### src/rtl/adc_seq_pkg.sv
package adc_seq_pkg;
  timeunit 1ns;
  timeprecision 1ps;

  localparam int INIT_CODE_W     = 3;
  localparam int GAP_W           = 4;
  localparam int INIT_BASE_SHIFT = 4;
  localparam int INIT_TOP_CODE   = 5;
  localparam int REG_W           = INIT_CODE_W + 1 + GAP_W;
  localparam int CNT_W           = INIT_BASE_SHIFT + INIT_TOP_CODE;

  // bits [7:4] gap, [3] dither enable, [2:0] start-up code
  typedef struct packed {
    logic [GAP_W-1:0]       gap;
    logic                   vary;
    logic [INIT_CODE_W-1:0] init_code;
  } seq_cfg_t;

  typedef enum logic [2:0] {
    SEQ_IDLE  = 3'd0,
    SEQ_INIT  = 3'd1,
    SEQ_ISSUE = 3'd2,
    SEQ_HOLD  = 3'd3,
    SEQ_GAP   = 3'd4
  } seq_state_t;

  // code 0 and codes above the top code give no delay
  function automatic logic [CNT_W-1:0] init_cycles(input logic [INIT_CODE_W-1:0] code);
    logic [CNT_W-1:0] res;
    res = '0;
    if (code != '0 && int'(code) <= INIT_TOP_CODE)
      res = CNT_W'(1) << (INIT_BASE_SHIFT + int'(code) - 1);
    return res;
  endfunction
endpackage

### src/rtl/adc_seq_cfg_reg.sv
module adc_seq_cfg_reg
  import adc_seq_pkg::*;
(
  input  logic             clk,
  input  logic             rst_n,
  input  logic             wr_en,
  input  logic [REG_W-1:0] wr_data,
  input  logic             step,
  output seq_cfg_t         cfg,
  output logic [REG_W-1:0] rd_data
);
  timeunit 1ns;
  timeprecision 1ps;

  seq_cfg_t cfg_q;

  always_ff @(posedge clk or negedge rst_n) begin
    if (!rst_n) begin
      cfg_q <= '0;
    end else if (wr_en) begin
      cfg_q <= seq_cfg_t'(wr_data);
    end else if (step && cfg_q.vary) begin
      cfg_q.gap <= cfg_q.gap + 1'b1;
    end
  end

  assign cfg     = cfg_q;
  assign rd_data = cfg_q;


  wr_wins_chk: assert property (@(posedge clk) disable iff (!rst_n)
    wr_en |=> rd_data == $past(wr_data));


  vary_step_chk: assert property (@(posedge clk) disable iff (!rst_n)
    (step && cfg_q.vary && !wr_en) |=> cfg_q.gap == GAP_W'($past(cfg_q.gap) + 1'b1));


  hold_chk: assert property (@(posedge clk) disable iff (!rst_n)
    (!step && !wr_en) |=> $stable(rd_data));
endmodule

### src/rtl/adc_seq_init_track.sv
module adc_seq_init_track (
  input  logic clk,
  input  logic rst_n,
  input  logic conv_enable,
  input  logic ref_internal,
  input  logic wake_meas,
  input  logic consume,
  output logic pending_eff
);
  timeunit 1ns;
  timeprecision 1ps;

  logic en_q;
  logic ref_q;
  logic pend_q;
  logic trig;

  assign trig        = (conv_enable & ~en_q) | (ref_internal & ~ref_q) | wake_meas;
  assign pending_eff = pend_q | trig;

  always_ff @(posedge clk or negedge rst_n) begin
    if (!rst_n) begin
      en_q   <= 1'b0;
      ref_q  <= 1'b0;
      pend_q <= 1'b0;
    end else begin
      en_q   <= conv_enable;
      ref_q  <= ref_internal;
      pend_q <= consume ? 1'b0 : pending_eff;
    end
  end


  pend_set_chk: assert property (@(posedge clk) disable iff (!rst_n)
    (trig && !consume) |=> pend_q);


  pend_clear_chk: assert property (@(posedge clk) disable iff (!rst_n)
    consume |=> !pend_q);
endmodule

### src/rtl/adc_seq_delay_cnt.sv
module adc_seq_delay_cnt #(
  parameter int CW = 9
) (
  input  logic          clk,
  input  logic          rst_n,
  input  logic          load,
  input  logic [CW-1:0] load_val,
  output logic          last
);
  timeunit 1ns;
  timeprecision 1ps;

  logic [CW-1:0] cnt_q;

  always_ff @(posedge clk or negedge rst_n) begin
    if (!rst_n)
      cnt_q <= '0;
    else if (load)
      cnt_q <= load_val;
    else if (cnt_q != '0)
      cnt_q <= cnt_q - 1'b1;
  end

  assign last = (cnt_q == CW'(1));


  count_down_chk: assert property (@(posedge clk) disable iff (!rst_n)
    (!load && cnt_q != '0) |=> cnt_q == CW'($past(cnt_q) - 1'b1));


  load_chk: assert property (@(posedge clk) disable iff (!rst_n)
    load |=> cnt_q == $past(load_val));
endmodule

### src/rtl/adc_sample_sequencer.sv
module adc_sample_sequencer
  import adc_seq_pkg::*;
#(
  parameter int BURST_W = 8
) (
  input  logic               clk,
  input  logic               rst_n,
  input  logic               cfg_we,
  input  logic [REG_W-1:0]   cfg_wdata,
  output logic [REG_W-1:0]   cfg_rdata,
  input  logic               conv_enable,
  input  logic               ref_internal,
  input  logic               wake_meas,
  input  logic               conv_start,
  input  logic [BURST_W-1:0] burst_len,
  output logic               sample_start,
  input  logic               sample_done
);
  timeunit 1ns;
  timeprecision 1ps;

  seq_state_t         state_q, state_d;
  logic [BURST_W-1:0] rem_q, rem_d;
  seq_cfg_t           cfg;
  logic               pending_eff;
  logic               start_ok;
  logic               step;
  logic               cnt_load;
  logic [CNT_W-1:0]   cnt_val;
  logic               cnt_last;
  logic [CNT_W-1:0]   init_n;
  logic [CNT_W-1:0]   gap_n;

  assign start_ok = (state_q == SEQ_IDLE) && conv_start && conv_enable;
  assign step     = (state_q == SEQ_HOLD) && sample_done && conv_enable;
  assign init_n   = init_cycles(cfg.init_code);
  assign gap_n    = CNT_W'(cfg.gap);

  adc_seq_cfg_reg u_cfg (
    .clk     (clk),
    .rst_n   (rst_n),
    .wr_en   (cfg_we),
    .wr_data (cfg_wdata),
    .step    (step),
    .cfg     (cfg),
    .rd_data (cfg_rdata)
  );

  adc_seq_init_track u_init (
    .clk          (clk),
    .rst_n        (rst_n),
    .conv_enable  (conv_enable),
    .ref_internal (ref_internal),
    .wake_meas    (wake_meas),
    .consume      (start_ok),
    .pending_eff  (pending_eff)
  );

  adc_seq_delay_cnt #(.CW(CNT_W)) u_cnt (
    .clk      (clk),
    .rst_n    (rst_n),
    .load     (cnt_load),
    .load_val (cnt_val),
    .last     (cnt_last)
  );

  always_comb begin
    state_d  = state_q;
    rem_d    = rem_q;
    cnt_load = 1'b0;
    cnt_val  = init_n;
    unique case (state_q)
      SEQ_IDLE: begin
        if (start_ok) begin
          rem_d = burst_len;
          if (pending_eff && init_n != '0) begin
            state_d  = SEQ_INIT;
            cnt_load = 1'b1;
          end else begin
            state_d = SEQ_ISSUE;
          end
        end
      end
      SEQ_INIT:  if (cnt_last) state_d = SEQ_ISSUE;
      SEQ_ISSUE: state_d = SEQ_HOLD;
      SEQ_HOLD: begin
        if (sample_done) begin
          if (rem_q == '0) begin
            state_d = SEQ_IDLE;
          end else begin
            rem_d = rem_q - 1'b1;
            if (gap_n != '0) begin
              state_d  = SEQ_GAP;
              cnt_load = 1'b1;
              cnt_val  = gap_n;
            end else begin
              state_d = SEQ_ISSUE;
            end
          end
        end
      end
      SEQ_GAP:   if (cnt_last) state_d = SEQ_ISSUE;
      default:   state_d = SEQ_IDLE;
    endcase
    if (!conv_enable) state_d = SEQ_IDLE;
  end

  always_ff @(posedge clk or negedge rst_n) begin
    if (!rst_n) begin
      state_q <= SEQ_IDLE;
      rem_q   <= '0;
    end else begin
      state_q <= state_d;
      rem_q   <= rem_d;
    end
  end

  assign sample_start = (state_q == SEQ_ISSUE);


  zero_delay_start_chk: assert property (@(posedge clk) disable iff (!rst_n)
    (start_ok && !(pending_eff && init_n != '0)) |=> sample_start);


  single_pulse_chk: assert property (@(posedge clk) disable iff (!rst_n)
    sample_start |=> !sample_start);


  disabled_quiet_chk: assert property (@(posedge clk) disable iff (!rst_n)
    !conv_enable |=> !sample_start);


  zero_gap_chk: assert property (@(posedge clk) disable iff (!rst_n)
    (step && rem_q != '0 && cfg.gap == '0 && !cfg_we) |=> sample_start);


  stray_done_chk: assert property (@(posedge clk) disable iff (!rst_n)
    (sample_done && state_q != SEQ_HOLD && !cfg_we) |=> $stable(cfg_rdata));


  burst_end_chk: assert property (@(posedge clk) disable iff (!rst_n)
    (step && rem_q == '0) |=> state_q == SEQ_IDLE);
endmodule

### config.mk
export PLATFORM = sky130hd
export DESIGN_NAME = adc_sample_sequencer
export DESIGN_NICKNAME = d
export VERILOG_FILES = /design/src/rtl/adc_seq_pkg.sv /design/src/rtl/adc_seq_cfg_reg.sv /design/src/rtl/adc_seq_init_track.sv /design/src/rtl/adc_seq_delay_cnt.sv /design/src/rtl/adc_sample_sequencer.sv
export SDC_FILE = /design/constraint.sdc
export NUM_CORES = 1
export LEC_CHECK = 0
export BUFFER_PORTS_ARGS = -buffer_cell sky130_fd_sc_hd__buf_2
export CAP_MARGIN = 20
export CORE_ASPECT_RATIO = 0.9
export CORE_MARGIN = 10
export CORE_UTILIZATION = 56
export DETAILED_ROUTE_END_ITERATION = 12
export HOLD_SLACK_MARGIN = 0.08
export PLACE_DENSITY = 0.79
export SLEW_MARGIN = 20
export SYNTH_ARGS = -nofsm -noshare
export SYNTH_HDL_FRONTEND = slang
export SYNTH_HIERARCHICAL = 1
export SYNTH_SLANG_ARGS = --single-unit
### constraint.sdc
create_clock -name clk -period 2.7 [get_ports clk]
set_clock_uncertainty 0.05 [all_clocks]
set_input_delay 0.135 -clock clk [delete_from_list [all_inputs] [get_ports clk]]
set_output_delay 0.135 -clock clk [all_outputs]
set_load 0.02 [all_outputs]
==> results.md, run 1 <==
* P_leak at 1.02 nW
* Final WS setup at 243 ps
* CTS tree: yes
* Type of the worst setup path: flip-flop to flip-flop
* Via count at 1,883
* Synth warn at 6
* Peak VDD IR at between 300 and 400 uV
* Fraction of layout cells with a size suffix above 1 at 0.218
* Later-pin clock latency in the skew report at 280 ps
* Clock slew at reported path FFs at 60 ps
* Crit path arrival time at 2610 ps
* Die W at 84.0 um
* Nets@finish at 293
* Post-Synthesis Cells at 230
* Unrepaired setup endpoints after global routing: no
* EDFF count, synth at 0
* DR pass1 iterations at 4
* I/O Buffers at 32
* Area growth syn-to-layout at 16.3%
* Die area at 6510 um^2
* Hold_ws at 97.1 ps
* CORE AREA at 3450 um^2
* Die height at 77.6 um
* Worst-case clock buffer depth at 2
* Status: completed
* Period utilisation layout at 0.910
* Antenna violations before repair at 0
* ANT cells at 0
* Vias in the first global route at between 1,500 and 2,000
* Initial drt markers at 134
* Max-cap viol count at 0
* Slew HR at 0.543
* Htree depth at 2
* Seq/Total Area, Yosys at 0.376
* Largest net degree at the start of global routing at 32
* CTS buffer count at 5
* WL per Instance at 16.8 um
* Setup TNS at 0 ps
* Crit start category: flip-flop
* Total gr overflow at 0
* Post-synthesis register bit count at 31
* Fin. max-slew vios at 0
* Primary FF master, synth: dfrtp_1
* Synth unique cells at 55
* Worst Tran Pin Value at 686 ps
* Fmax at 407 MHz
* Detailed Place HPWL at around 3600 um
* Row count at 20
* CP Capture Type: flip-flop
* Hold_buf cts at 11
* Final hold vios at 0
* Routed Antenna Nets at 0
* Hold WC Path Type: input port to flip-flop
* Setup-failing EPs final at 0
* Mapped Area at 2060 um^2
* PostCTS Resize Cnt at 0
* Initial Utilization at 0.597
* R2R depth at 7
* Req. time, crit path at roughly 2900 ps
* Fraction of registers with async set/reset at 1.00
* Period minus WS final at 2460 ps
* Vias/cell at 6.07
* Post-CTS Setup Bufs at 0
* GRT Total Usage at 0.161
* Pwr Density at 770 nW/um^2
* First-pass GRT wire length at 8890 um
* Critical path peak fanout at 5
* Final WL at 5200 um
* Drt drc at 0
* Syn_area_per_cell at 8.97 um^2
* Worst slack at placement at 284 ps
* Hold path depth at 3
* CTS sink count at 31
* Clk root buf: clkbuf_8
* # IOs at 33
* Syn nets at 258
* Routability congestion estimate at 0.856
-- layer usage --
metal	share of wire	GRT usage	up-vias
met5	0	0	-
met4	0.010	0.0435	0
met3	0.063	0.0574	7
met2	0.47	0.252	63
met1	0.46	0.204	896
li1	-	-	917
-- cell families (layout without fill, tap and decap cells) --
logic type                 Yosys count  count (layout)  share of synthesized area
AOI/OAI and AO/OA                   61              61                      0.201
xor gates and xnor gates             3               3                     0.0127
adders and majority gates            4               4                     0.0243
buffers and inverters               31              67                     0.0777
DFF                                 31              31                      0.376
muxes                                6               6                     0.0322
and+or+nand+nor                     94              94                      0.276
-- state kept, by name (all words and copies together), names as in the netlist --
signal	count
rem_q	8
u_init/ref_q	1
u_init/pend_q	1
u_cnt/cnt_q	9
state_q	3
u_init/en_q	1
u_cfg/cfg	8
-- final cells by class --
class / count / area, um^2
inverter: 13 / 48.8
clock buffer: 8 / 100
sequential: 31 / 776
tap: 44 / 55.1
multi-input combinational: 168 / 1130
timing repair buffer: 46 / 293
fill: 277 / 1050
-- report_power, final --
| group | total, W | leakage (nW) | internal [W] | switching [W] |
|---|---|---|---|---|
| combinational | 0.000663 | 0.594 | 0.000302 | 0.000361 |
| sequential | 0.000781 | 0.375 | 0.000601 | 0.000181 |
| clock | 0.000403 | 0.0515 | 0.000232 | 0.000170 |
-- stage by stage --
stage	cell area, um^2	std cells	util	power, W
after floorplan	2060	230	-	0.00128
after global placement	2190	291	0.634	0.00141
after detailed placement	2190	291	0.634	0.00143
after CTS	2400	310	0.695	0.00185
after global routing	2400	310	0.695	0.00200
final	2400	310	0.695	0.00185
-- layout by cell type, fill, tap and decap left out, drive strengths merged, types with 5 or more instances in the layout --
master       instances
nand3                9
nor2                14
nand2               17
o21ai               15
nor3b                5
or4                  5
nor3                 8
buf                 35
mux2                 5
nand2b               7
dlygate4sd3         11
clkbuf               8
and2                 5
a21oi               12
dfrtp               31
inv                 13
o31ai                6
a22oi                5
-- path summary, 6_finish.rpt --
path	start	to	slack [ps]
max in group asynchronous	rst_n	state_q[1]$_DFFE_PN0P_	1780
hold / removal	burst_len[3]	rem_q[3]$_DFFE_PN0P_	100
min in group asynchronous	rst_n	rem_q[1]$_DFFE_PN0P_	380
setup / recovery	rem_q[0]$_DFFE_PN0P_	u_cnt/cnt_q[6]$_DFFE_PN0P_	240
hold reg to reg	u_init/en_q$_DFF_PN0_	u_init/pend_q$_DFF_PN0_	500
setup reg to reg	rem_q[0]$_DFFE_PN0P_	u_cnt/cnt_q[6]$_DFFE_PN0P_	240
-- worst max-delay path: stages, from the launching register on --
cell,delay (ps)
dfrtp_1,390
inv_1,100
ha_1,230
or4b_4,520
o211ai_4,270
o21ai_1,170
or4_1,550
o211ai_1,100
-- synth_stat cells, drive strengths merged, types with 5 or more instances --
master | instances | share of area
nand3 | 9 | 0.022
mux2 | 5 | 0.027
o31ai | 6 | 0.022
nor3 | 8 | 0.019
o21ai | 15 | 0.036
nand2b | 7 | 0.021
buf | 14 | 0.047
nor3b | 5 | 0.023
a22oi | 5 | 0.018
a21oi | 12 | 0.029
nand2 | 17 | 0.033
and2 | 5 | 0.015
nor2 | 14 | 0.027
or4 | 5 | 0.018
dfrtp | 31 | 0.38
inv | 13 | 0.024
Power figures use the tool's default switching activity.
==> run 2, diff against run 1 <==
==> constraint.sdc (replaced) <==
create_clock -name clk -period 2.7 [get_ports clk]
set_clock_uncertainty 0.05 [all_clocks]
set_input_delay 0.54 -clock clk [delete_from_list [all_inputs] [get_ports clk]]
set_output_delay 0.54 -clock clk [all_outputs]
set_load 0.02 [all_outputs]
==> results.md, run 2 (same netlist as run 1, synthesis figures left out) <==
* Status: completed
* Antenna violations before repair at 0
* Final WS setup at 258 ps
* CTS sink count at 31
* Pwr Density at approximately 800 nW/um^2
* Fmax at ~410 MHz
* Peak VDD IR at roughly 430 uV
* Largest net degree at the start of global routing at 32
* Fin. max-slew vios at 0
* ANT cells at 0
* Critical path peak fanout at 5
* PostCTS Resize Cnt at 0
* Unrepaired setup endpoints after global routing: no
* Fraction of layout cells with a size suffix above 1 at 0.233
* Die height at 77.6 um
* Die area at about 6500 um^2
* Row count at 20
* Initial Utilization at 0.597
* Post-CTS Setup Bufs at 0
* Period minus WS final at 2440 ps
* Total gr overflow at 0
* CP cell instances: inv_1, ha_1, or4b_4, o211ai_4, o21ai_1, or4_1, o211ai_1
* Crit start category: flip-flop
* Commonest non-fill, non-tap cells in the layout: buf_2, dfrtp_1, nand2_1
* First-pass GRT wire length at 8460 um
* GRT Total Usage at 0.154
* Crit-path leading delay family: simple AND/OR/NAND/NOR gates
* WL per Instance at 16.6 um
* # IOs at 33
* Commonest non-fill, non-tap cell in the layout: buf_2
* Post-layout util at 0.667
* Nets@finish at 284
* Period utilisation layout at 0.904
* CTS tree: yes
* Via count at 1,881
* Later-pin clock latency in the skew report at 290 ps
* Hold_ws at approximately 240 ps
* Drt drc at 0
* Hold_buf cts at 0
* Req. time, crit path at 2850 ps
* Fillers at 287
* Worst slack at placement at 296 ps
* Clk root buf: clkbuf_8
* I/O Buffers at 32
* Design area at between 2000 and 2500 um^2
* Vias in the first global route at 1,804
* Setup TNS at 0 ps
* Area growth syn-to-layout at 11.7%
* Clock slew at reported path FFs at 60 ps
* Max-cap viol count at 0
* Biggest register: u_cnt/cnt_q
* Routed Antenna Nets at 0
* Slew HR at 0.544
* DR pass1 iterations at 5
* Largest stage delay, worst path at about 540 ps
* Type of the worst setup path: flip-flop to flip-flop
* Cell Area, Placed at 2200 um^2
* CORE AREA at 3450 um^2
* Crit path buffers/inverters at 1
* Detailed Place HPWL at 3650 um
* Die W at 84.0 um
* Routability congestion estimate at 0.866
* CTS buffer count at 5
* Vias/cell at around 6.2
* Initial drt markers at about 150
* Final WL at approximately 5000 um
* Max reg flops at 9
* Worst-case clock buffer depth at 2
* Slowest CP cell: or4_1
* Worst Tran Pin Value at 683 ps
* P_leak at 0.983 nW
* Crit path arrival time at between 2000 and 3000 ps
* Htree depth at 2
* Final hold vios at 0
* Hold WC Path Type: input port to async pin
* CP Capture Type: flip-flop
* Setup-failing EPs final at 0
[run 2: area by class of cell]
| class | count | area, um^2 | share of cell area |
|---|---|---|---|
| clock buffers | 8 | 100 | 0.0435 |
| well taps | 44 | 55.1 | 0.0239 |
| flip-flops and latches | 31 | 776 | 0.337 |
| repair buffers | 37 | 198 | 0.0858 |
| multi-input cells | 168 | 1130 | 0.489 |
| inverters | 13 | 48.8 | 0.0212 |
[run 2: worst reg2reg max path, cell delays in order, from the launching register on]
cell,delay (ps)
dfrtp_1,400
inv_1,100
ha_1,230
or4b_4,520
o211ai_4,250
o21ai_1,150
or4_1,540
o211ai_1,110
[run 2: path summary, 6_finish.rpt]
check                                      from                          to  slack, ps  depth (start not counted)
max                        rem_q[0]$_DFFE_PN0P_  u_cnt/cnt_q[6]$_DFFE_PN0P_        260                          7
min                                       rst_n        rem_q[4]$_DFFE_PN0P_        240                          1
max reg2reg                rem_q[0]$_DFFE_PN0P_  u_cnt/cnt_q[6]$_DFFE_PN0P_        260                          7
min reg2reg                rem_q[7]$_DFFE_PN0P_        rem_q[7]$_DFFE_PN0P_        510                          2
max in group asynchronous                 rst_n      state_q[0]$_DFFE_PN0P_       1920                          1
min in group clk                   ref_internal      u_init/ref_q$_DFF_PN0_        320                          1
[run 2: power by group]
part           leakage [nW]  total (W)  switching [W]  internal, W
Sequential            0.375   0.000793       0.000193     0.000601
Combinational         0.557   0.000659       0.000364     0.000294
Clock                0.0515   0.000400       0.000168     0.000232
[run 2: routing by layer]
layer / up-vias / GRT usage / part of all wire
met5: - / 0 / 0
met4: 0 / 0.0619 / 0.017
met3: 10 / 0.0553 / 0.080
met2: 94 / 0.229 / 0.46
met1: 882 / 0.198 / 0.45
li1: 895 / - / -
[run 2: metrics by stage]
step	total power [W]	instances
3_3_place_gp	0.00142	293
5_1_grt	0.00199	301
6_report	0.00185	301
2_1_floorplan	0.00128	230
3_5_place_dp	0.00144	293
4_1_cts	0.00185	301
